File: config.mk
export PLATFORM = sky130hd
export DESIGN_NAME = cap_unit
export DESIGN_NICKNAME = d
export VERILOG_FILES = /design/src/rtl/cap_pkg.sv /design/src/rtl/cap_edge_detect.sv /design/src/rtl/cap_timebase.sv /design/src/rtl/cap_unit.sv
export SDC_FILE = /design/constraint.sdc
export NUM_CORES = 1
export LEC_CHECK = 0
export ABC_AREA = 0
export BUFFER_PORTS_ARGS = -buffer_cell sky130_fd_sc_hd__buf_2
export CORE_UTILIZATION = 45
export CTS_CLUSTER_DIAMETER = 100
export DETAILED_ROUTE_END_ITERATION = 10
export SLEW_MARGIN = 5
export SYNTH_ARGS = -nofsm -noshare
export SYNTH_HDL_FRONTEND = slang
export SYNTH_SLANG_ARGS = --single-unit
File: constraint.sdc
create_clock -name clk -period 3.1 [get_ports clk]
set_input_delay 0.31 -clock clk [delete_from_list [all_inputs] [get_ports clk]]
set_output_delay 0.31 -clock clk [all_outputs]
set_load 0.1 [all_outputs]
File: src/rtl/cap_pkg.sv
package cap_pkg;
  typedef enum logic [1:0] {
    EDGE_OFF  = 2'd0,
    EDGE_RISE = 2'd1,
    EDGE_FALL = 2'd2,
    EDGE_ANY  = 2'd3
  } edge_sel_e;

  localparam int OFF_CAPV    = 'h10;
  localparam int OFF_EDGE    = 'h30;
  localparam int OFF_CTRL    = 'h50;
  localparam int OFF_IEN     = 'h54;
  localparam int OFF_STS     = 'h58;
  localparam int OFF_ACK     = 'h5C;
  localparam int CH_STRIDE   = 4;
  localparam int CTL_RUN_BIT = 10;
  localparam int PSC_LSB     = 4;
  localparam int PSC_W       = 5;
  localparam int IRQ_LSB     = 1;
endpackage

File: src/rtl/cap_edge_detect.sv
module cap_edge_detect import cap_pkg::*; #(
  parameter int NCH = 4
) (
  input  logic                 clk,
  input  logic                 rst_n,
  input  logic                 arm,
  input  logic [NCH-1:0]       sig_in,
  input  logic [NCH-1:0][1:0]  sel,
  output logic [NCH-1:0]       hit_o
);
  for (genvar g = 0; g < NCH; g++) begin : g_ch
    logic s1_q, s2_q, pv_q;
    logic rise, fall, match;

    always_ff @(posedge clk or negedge rst_n) begin
      if (!rst_n) begin
        s1_q <= 1'b0;
        s2_q <= 1'b0;
        pv_q <= 1'b0;
      end else begin
        s1_q <= sig_in[g];
        s2_q <= s1_q;
        pv_q <= s2_q;
      end
    end

    always_comb begin
      rise = s2_q & ~pv_q;
      fall = ~s2_q & pv_q;
      case (edge_sel_e'(sel[g]))
        EDGE_RISE: match = rise;
        EDGE_FALL: match = fall;
        EDGE_ANY:  match = rise | fall;
        default:   match = 1'b0;
      endcase
      hit_o[g] = arm & match;
    end
  end
endmodule

File: src/rtl/cap_timebase.sv
module cap_timebase #(
  parameter int CNT_W = 32,
  parameter int PSC_W = 5
) (
  input  logic             clk,
  input  logic             rst_n,
  input  logic             run,
  input  logic [PSC_W-1:0] psc,
  output logic [CNT_W-1:0] count
);
  logic [PSC_W-1:0] div_q, div_d;
  logic [CNT_W-1:0] cnt_q, cnt_d;

  always_comb begin
    div_d = div_q;
    cnt_d = cnt_q;
    if (run) begin
      if (div_q == psc) begin
        div_d = '0;
        cnt_d = cnt_q + 1'b1;
      end else begin
        div_d = div_q + 1'b1;
      end
    end else begin
      div_d = '0;
    end
  end

  always_ff @(posedge clk or negedge rst_n) begin
    if (!rst_n) begin
      div_q <= '0;
      cnt_q <= '0;
    end else begin
      div_q <= div_d;
      cnt_q <= cnt_d;
    end
  end

  assign count = cnt_q;
endmodule

File: src/rtl/cap_unit.sv
module cap_unit import cap_pkg::*; #(
  parameter int NCH    = 4,
  parameter int CNT_W  = 32,
  parameter int ADDR_W = 8
) (
  input  logic              clk,
  input  logic              rst_n,
  input  logic              bus_wr,
  input  logic [ADDR_W-1:0] bus_addr,
  input  logic [31:0]       bus_wdata,
  output logic [31:0]       bus_rdata,
  input  logic [NCH-1:0]    cap_in,
  output logic              irq
);
  logic [NCH-1:0][1:0] esel_q, esel_d;
  logic                run_q, run_d;
  logic [PSC_W-1:0]    psc_q, psc_d;
  logic [NCH-1:0]      ien_q, ien_d;
  logic [NCH-1:0]      sts_q, sts_d;
  logic [NCH-1:0]      hit_w;
  logic [CNT_W-1:0]    cnt_w;
  logic [CNT_W-1:0]    capv_q [NCH];
  logic [CNT_W-1:0]    capv_d [NCH];
  logic                wr_ctl, wr_ien, wr_ack;

  cap_timebase #(.CNT_W(CNT_W), .PSC_W(PSC_W)) tb_i (
    .clk(clk), .rst_n(rst_n), .run(run_q), .psc(psc_q), .count(cnt_w)
  );

  cap_edge_detect #(.NCH(NCH)) ed_i (
    .clk(clk), .rst_n(rst_n), .arm(run_q), .sig_in(cap_in),
    .sel(esel_q), .hit_o(hit_w)
  );

  assign wr_ctl = bus_wr && (bus_addr == ADDR_W'(OFF_CTRL));
  assign wr_ien = bus_wr && (bus_addr == ADDR_W'(OFF_IEN));
  assign wr_ack = bus_wr && (bus_addr == ADDR_W'(OFF_ACK));

  always_comb begin
    run_d  = run_q;
    psc_d  = psc_q;
    ien_d  = ien_q;
    esel_d = esel_q;
    sts_d  = sts_q;
    if (wr_ctl) begin
      run_d = bus_wdata[CTL_RUN_BIT];
      psc_d = bus_wdata[PSC_LSB +: PSC_W];
    end
    if (wr_ien) ien_d = bus_wdata[IRQ_LSB +: NCH];
    if (wr_ack) sts_d = sts_q & ~bus_wdata[IRQ_LSB +: NCH];
    sts_d = sts_d | hit_w;
    for (int c = 0; c < NCH; c++) begin
      if (bus_wr && (bus_addr == ADDR_W'(OFF_EDGE + CH_STRIDE * c)))
        esel_d[c] = bus_wdata[1:0];
      capv_d[c] = hit_w[c] ? cnt_w : capv_q[c];
    end
  end

  always_ff @(posedge clk or negedge rst_n) begin
    if (!rst_n) begin
      run_q  <= 1'b0;
      psc_q  <= '0;
      ien_q  <= '0;
      esel_q <= '0;
      sts_q  <= '0;
      for (int c = 0; c < NCH; c++) capv_q[c] <= '0;
    end else begin
      run_q  <= run_d;
      psc_q  <= psc_d;
      ien_q  <= ien_d;
      esel_q <= esel_d;
      sts_q  <= sts_d;
      for (int c = 0; c < NCH; c++) capv_q[c] <= capv_d[c];
    end
  end

  always_comb begin
    bus_rdata = '0;
    for (int c = 0; c < NCH; c++) begin
      if (bus_addr == ADDR_W'(OFF_CAPV + CH_STRIDE * c)) bus_rdata[CNT_W-1:0] = capv_q[c];
      if (bus_addr == ADDR_W'(OFF_EDGE + CH_STRIDE * c)) bus_rdata[1:0] = esel_q[c];
    end
    if (bus_addr == ADDR_W'(OFF_CTRL)) begin
      bus_rdata[CTL_RUN_BIT]         = run_q;
      bus_rdata[PSC_LSB +: PSC_W]    = psc_q;
    end
    if (bus_addr == ADDR_W'(OFF_IEN)) bus_rdata[IRQ_LSB +: NCH] = ien_q;
    if (bus_addr == ADDR_W'(OFF_STS)) bus_rdata[IRQ_LSB +: NCH] = sts_q;
  end

  assign irq = |(sts_q & ien_q);
endmodule

Word-level counts from Yosys, hierarchy flattened
Index checks and enable logic that the tools add are counted.

storage, ports and cells
  flip-flop bits (word level) = 199
  bits of input ports = 47
  logic and storage cells = 109

cells by class
  bitwise operators = 28
  equal/unequal tests = 25
  add/subtract/negate cells = 2
  muxes and demuxes = 19
  reduce and logical (&&, ||, !) cells = 9

operators with widths
  operator                                                                number
  32-bit 2-to-1 mux                                                       4
  32-bit by 1-bit adder with 32-bit output (second input constant)        1
  8-bit by 5-bit equality test with 1-bit output (second input constant)  4
  8-bit by 6-bit equality test with 1-bit output (second input constant)  4
  8-bit by 7-bit equality test with 1-bit output (second input constant)  4
  2-bit equality test (second input constant)                             8
  5-bit 2-to-1 mux                                                        3
  1-bit bitwise AND                                                       12
  4-bit 2-to-1 mux                                                        3
  1-bit one-hot mux with 3 select lines                                   4
  4-bit bitwise AND                                                       2
  2-bit by 1-bit equality test with 1-bit output (second input constant)  4
  2-bit 2-to-1 mux                                                        4
  1-bit NOT                                                               8
  1-bit logical AND                                                       7
  5-bit by 1-bit adder with 5-bit output (second input constant)          1
  5-bit equality test                                                     1
  4-bit NOT                                                               1
  1-bit bitwise OR                                                        4
  4-bit bitwise OR                                                        1
  4-bit OR reduction                                                      1
  2-bit AND reduction                                                     1
  1-bit 2-to-1 mux                                                        1

Depth between registers and ports, before layout
  depth in word-level cells = 11
  depth in mapped cells = 9
  depth with buffers taken out = 7

Hierarchy
A second synthesis with hierarchy kept.

unflattened totals
  cells, all modules = 681
  area total of the unflattened synthesis = 9240.1 µm²

by module, submodules not included
  module           cells each  area an instance (µm²)  instances  sequential area each (µm²)
  cap_unit         477         6949.2                  1          3753.6
  cap_timebase     159         1751.7                  1          925.9
  cap_edge_detect  45          539.3                   1          300.3

Worst setup path after synthesis
No wires, ideal clock.

  path type = in2out
  start point = input bus_addr[5]
  end point = output bus_rdata[1]
  data required time = 2.790 ns
  path buffers = 0
  stages on the path = 5
  arrival = 2.743 ns
  setup slack = 0.047 ns
  cells stage by stage = nor3b_1 nand2_1 nor3_1 a22oi_1 a32oi_1

between the ends
  word-level cells in the longest chain between the ends = 11
  elaborated cells on any way between the ends = 20

RTL lines
  element                                         line            source
  start: declaration                              cap_unit.sv:9   input logic [ADDR_W-1:0] bus_addr,
  8-bit by 5-bit equality test with 1-bit output  cap_unit.sv:80  if (bus_addr == ADDR_W'(OFF_CAPV + CH_STRIDE * c)) bus_rdata[CNT_W-1:0] = capv_q[c];
  32-bit 2-to-1 mux                               cap_unit.sv:80
  2-bit 2-to-1 mux                                cap_unit.sv:81  if (bus_addr == ADDR_W'(OFF_EDGE + CH_STRIDE * c)) bus_rdata[1:0] = esel_q[c];
  32-bit 2-to-1 mux                               cap_unit.sv:80
  2-bit 2-to-1 mux                                cap_unit.sv:81
  32-bit 2-to-1 mux                               cap_unit.sv:80
  2-bit 2-to-1 mux                                cap_unit.sv:81
  32-bit 2-to-1 mux                               cap_unit.sv:80
  2-bit 2-to-1 mux                                cap_unit.sv:81
  4-bit 2-to-1 mux                                cap_unit.sv:87  if (bus_addr == ADDR_W'(OFF_IEN)) bus_rdata[IRQ_LSB +: NCH] = ien_q;
  4-bit 2-to-1 mux *                              cap_unit.sv:88  if (bus_addr == ADDR_W'(OFF_STS)) bus_rdata[IRQ_LSB +: NCH] = sts_q;
  end: declaration                                cap_unit.sv:11  output logic [31:0] bus_rdata,

Every way passes the cells marked *; elsewhere a longest branch is shown, timed or not.

Worst setup path after layout
  start point = input bus_addr[3]
  end point = output bus_rdata[0]

between the ends
  word-level cells in the longest chain between the ends = 9
  elaborated cells on any way between the ends = 16

RTL lines
  element                                         line
  8-bit by 5-bit equality test with 1-bit output  cap_unit.sv:80
  32-bit 2-to-1 mux                               cap_unit.sv:80
  2-bit 2-to-1 mux                                cap_unit.sv:81
  32-bit 2-to-1 mux                               cap_unit.sv:80
  2-bit 2-to-1 mux                                cap_unit.sv:81
  32-bit 2-to-1 mux                               cap_unit.sv:80
  2-bit 2-to-1 mux                                cap_unit.sv:81
  32-bit 2-to-1 mux                               cap_unit.sv:80
  2-bit 2-to-1 mux *                              cap_unit.sv:81

Marked as above.

==> results.yml <==
floorplan:
  pin_count: 80
  core_sq_um: 20200
  initial_core_util_pct: 45.8
  die_x_um: 145
  die_area_sq_um: 21100
  fp-row-count: 52
  die_h_um: 145
layout:
  nets: 792
  antenna_cells: 0
  drive_gt1_share_pct: 40.2
  fill_cells: 1707
  final_cell_count_no_fill: 1017
  area_growth_pct: 18.9
synth:
  synth-seq-area-share_pct: 53.9
  yosys.area_share.simple_pct: 9.55
  synth_area_sq_um: 9240
  ys.flop_type: "dfrtp_1"
  syn_avg_cell_area_sq_um: 13.7
  synthCells: 674
  synth.area.top_cells: "dfrtp_1 (54%), mux2_2 (18%), mux4_2 (7.1%), xnor2_1 (2.9%), and2_1 (1.8%)"
  yosysWarnings: 0
  synth_top_area_share_pct: 53.9
  synth-seq-cells: 199
  syn-num-nets: 731
  synth_area_leader_cell: "dfrtp_1"
  synth_fa_ha_area_share_pct: 1.35
  async_reset_ff_share_pct: 100
  synth_mux_area_share_pct: 25.9
  synth_cell_type_count: 50
  synth_xor_area_share_pct: 3.70
  synth_compound_area_share_pct: 2.91
  synth-edff-count: 0
  synth_top_family_by_area: "multiplexers"
power_and_ir_drop:
  p_leak_nw: 5.17
  power_density_nw_per_um2: 471
  ir_drop_v: 0.000409
placed_design:
  portBuffers: 57
  gp_congestion: 0.818
  dp_cells: 982
  dpl.hpwl_um: 12600
timing:
  fin_crit_sh_pct: 80.0
  skew_ns: 0.0100
  fin_crit_ns: 2.48
  setup_tns_ns: 0
  holdWs_ns: -0.0187
  fmax_ghz: 0.403
  setup_viol: 0
  rsz0062_at_grt: "no"
  tightest_slew_ns: 0.878
  slew_headroom_pct: 41.5
  final-max-slew-violation-count: 0
  hold_violations: 15
hold_path:
  hold_path.class: "in -> async"
detailed_routing:
  num_vias: 5535
  drc: 0
  viasPerCell: 5.44
  wl_um: 19100
  drt_iter0_markers: 305
  wl_per_cell_um: 18.8
  dr.pass1.iters: 4
  detail-route-antenna-nets: 0
critical_path:
  critical_path.endpoint: "bus_rdata[0]"
  cpPeakStageDelay_ns: 0.66
  start_kind: "input port"
  crit_family: "simple AND/OR/NAND/NOR gates"
  arrival_ns: 2.17
  rrSetupSlack_ns: 0.82
  crit_start: "bus_addr[3]"
  r2r_start: "ed_i.g_ch[1].pv_q"
  rr_worst_depth: 7
  crit_path_end_kind: "output pin"
  crit_buf_inv: 2
  crit_cells: 6
  path_class: "in -> out"
  rr_endpoint: "capv_q[65]"
  crit_fanout: 16
  cpMaxStageDelayCell: "nor4_2"
  cp.required_ns: 2.79
  path_cells: "buf_2 -> nor4_2 -> nand3b_1 -> a32o_1 -> a21oi_1 -> buf_12"
outcome:
  violations: "negative hold slack"
  status: "finished with violations"
clock_network:
  clockBufferDepth: 2
  cts_sinks: 199
  cts_tree: "built"
  ctsHtreeMaxLevel: 4
  cts_root_buf: "clkbuf_16"
  postCtsSetupRepairBufs: 0
  path_clk_slew_ns: 0.07
  numCtsBuffers: 17
  clk_latency_ns: 0.43
global_route:
  antenna_found_initial: 0
  gr-usage-all-layers_pct: 19.5
  gr-total-overflow: 0
  grt_max_degree: 107
  grt_pass1_vias: 5958
  grt_pass1_wl_um: 32100
flow_run:
  cap_violations: 0
==> power breakdown <==
group / internal [W] / switching (W)
Clock: 0.00125 / 0.000952
Sequential: 0.00263 / 0.0000499
Combinational: 0.000104 / 0.000184
Total: 0.00399 / 0.00119
==> cells in the final DEF (no fill, tap or decap), types with 10 or more instances in the layout <==
cell type	count
inv_1	15
xnor2_1	31
nand2_1	22
clkbuf_16	17
o21ai_0	13
and3_1	15
buf_4	16
and2_1	26
mux4_2	29
nand4_1	13
ha_1	10
buf_2	25
nand3_1	21
nor2_1	18
dfrtp_1	199
buf_12	34
mux2_2	149
==> cells in the mapped netlist, types with 2 or more instances <==
cell      instances
a22oi_1           3
nand2b_1          4
xor2_1            8
nor3_1            3
nor3b_1           2
buf_2            18
xnor2_1          31
nand3_1          21
nand3b_1          3
a21o_1            4
ha_1             10
mux4_2           29
nor2_1           18
nor3_2            2
nand2_1          22
a32oi_1           3
mux2i_1           6
and4_1            3
and3_1           15
nor2b_1           5
and2_1           26
o21ai_0          13
inv_1            15
dfrtp_1         199
o22ai_1           2
a22o_1            4
mux2_2          149
a32o_1            3
a21oi_1           6
clkbuf_1         15
nand4_1          13
==> through the flow <==
step	area [sq um]	worst slack, ns	hold slack [ns]	utilization, %	total power, W
floorplan	9240	0.0473	0.0144	-	0.00288
global placement	10400	0.625	0.333	51.3	0.00301
detailed placement	10400	0.633	0.338	51.3	0.00302
CTS	11000	0.604	0.0332	54.5	0.00523
global route	11000	0.495	0.0530	54.5	0.00537
finish	11000	0.620	-0.0187	54.5	0.00518
==> layout make-up <==
cell class / count / area [sq um] / share of cell area (%)
clock buffers: 21 / 470 / 4.28
clock inverters: 10 / 120 / 1.09
inverters: 15 / 56.3 / 0.513
multi-input cells: 422 / 4040 / 36.8
flip-flops and latches: 199 / 4980 / 45.3
well taps: 270 / 338 / 3.08
repair buffers: 80 / 980 / 8.92
==> per-layer routing <==
metal	vias to the layer above	part of all wire, %	track usage (%)
li1	2546	-	-
met1	2880	47	27.2
met2	98	49	31.2
met3	11	3.0	2.96
met4	0	1.1	6.58
met5	-	0	0
==> kinds of logic after synthesis <==
family                     after synthesis
AOI/OAI and AO/OA                       40
xor gates and xnor gates                39
adders and majority gates               10
buffers and inverters                   53
DFF                                    199
muxes                                  184
and+or+nand+nor                        149
==> timing repair <==
| action | CTS | global route |
|---|---|---|
| resized for setup | 0 | 0 |
| endpoints found under the hold margin | 4 | 0 |
| endpoints found under the setup margin | 0 | 0 |
| hold buffers | 4 | 0 |
==> worst register-to-register path, stage by stage, from the launching register on <==
cell and delay [ns]:
dfrtp_1 0.36, inv_1 0.05, ha_1 0.29, mux2i_1 0.13, a21oi_1 0.11, nor2b_4 0.56, buf_12 0.28, mux2_2 0.37
==> state kept, by name, summed over array words and instances, names as in the netlist, 5 cells and up <==
register    flops
tb_i.div_q      5
esel_q          8
psc_q           5
capv_q        128
tb_i.count     32
==> worst min path at each step <==
stage               slack [ns]                 to  cells past startpoint
global placement          0.33  ed_i.g_ch[3].s2_q                      0
CTS                       0.03         capv_q[19]                      1
detailed placement        0.34  ed_i.g_ch[0].s2_q                      0
finish                   -0.02        capv_q[111]                      1
global route              0.05         capv_q[15]                      1
floorplan                 0.01          capv_q[0]                      0
No activity file was read; power rests on OpenSTA's default activity.
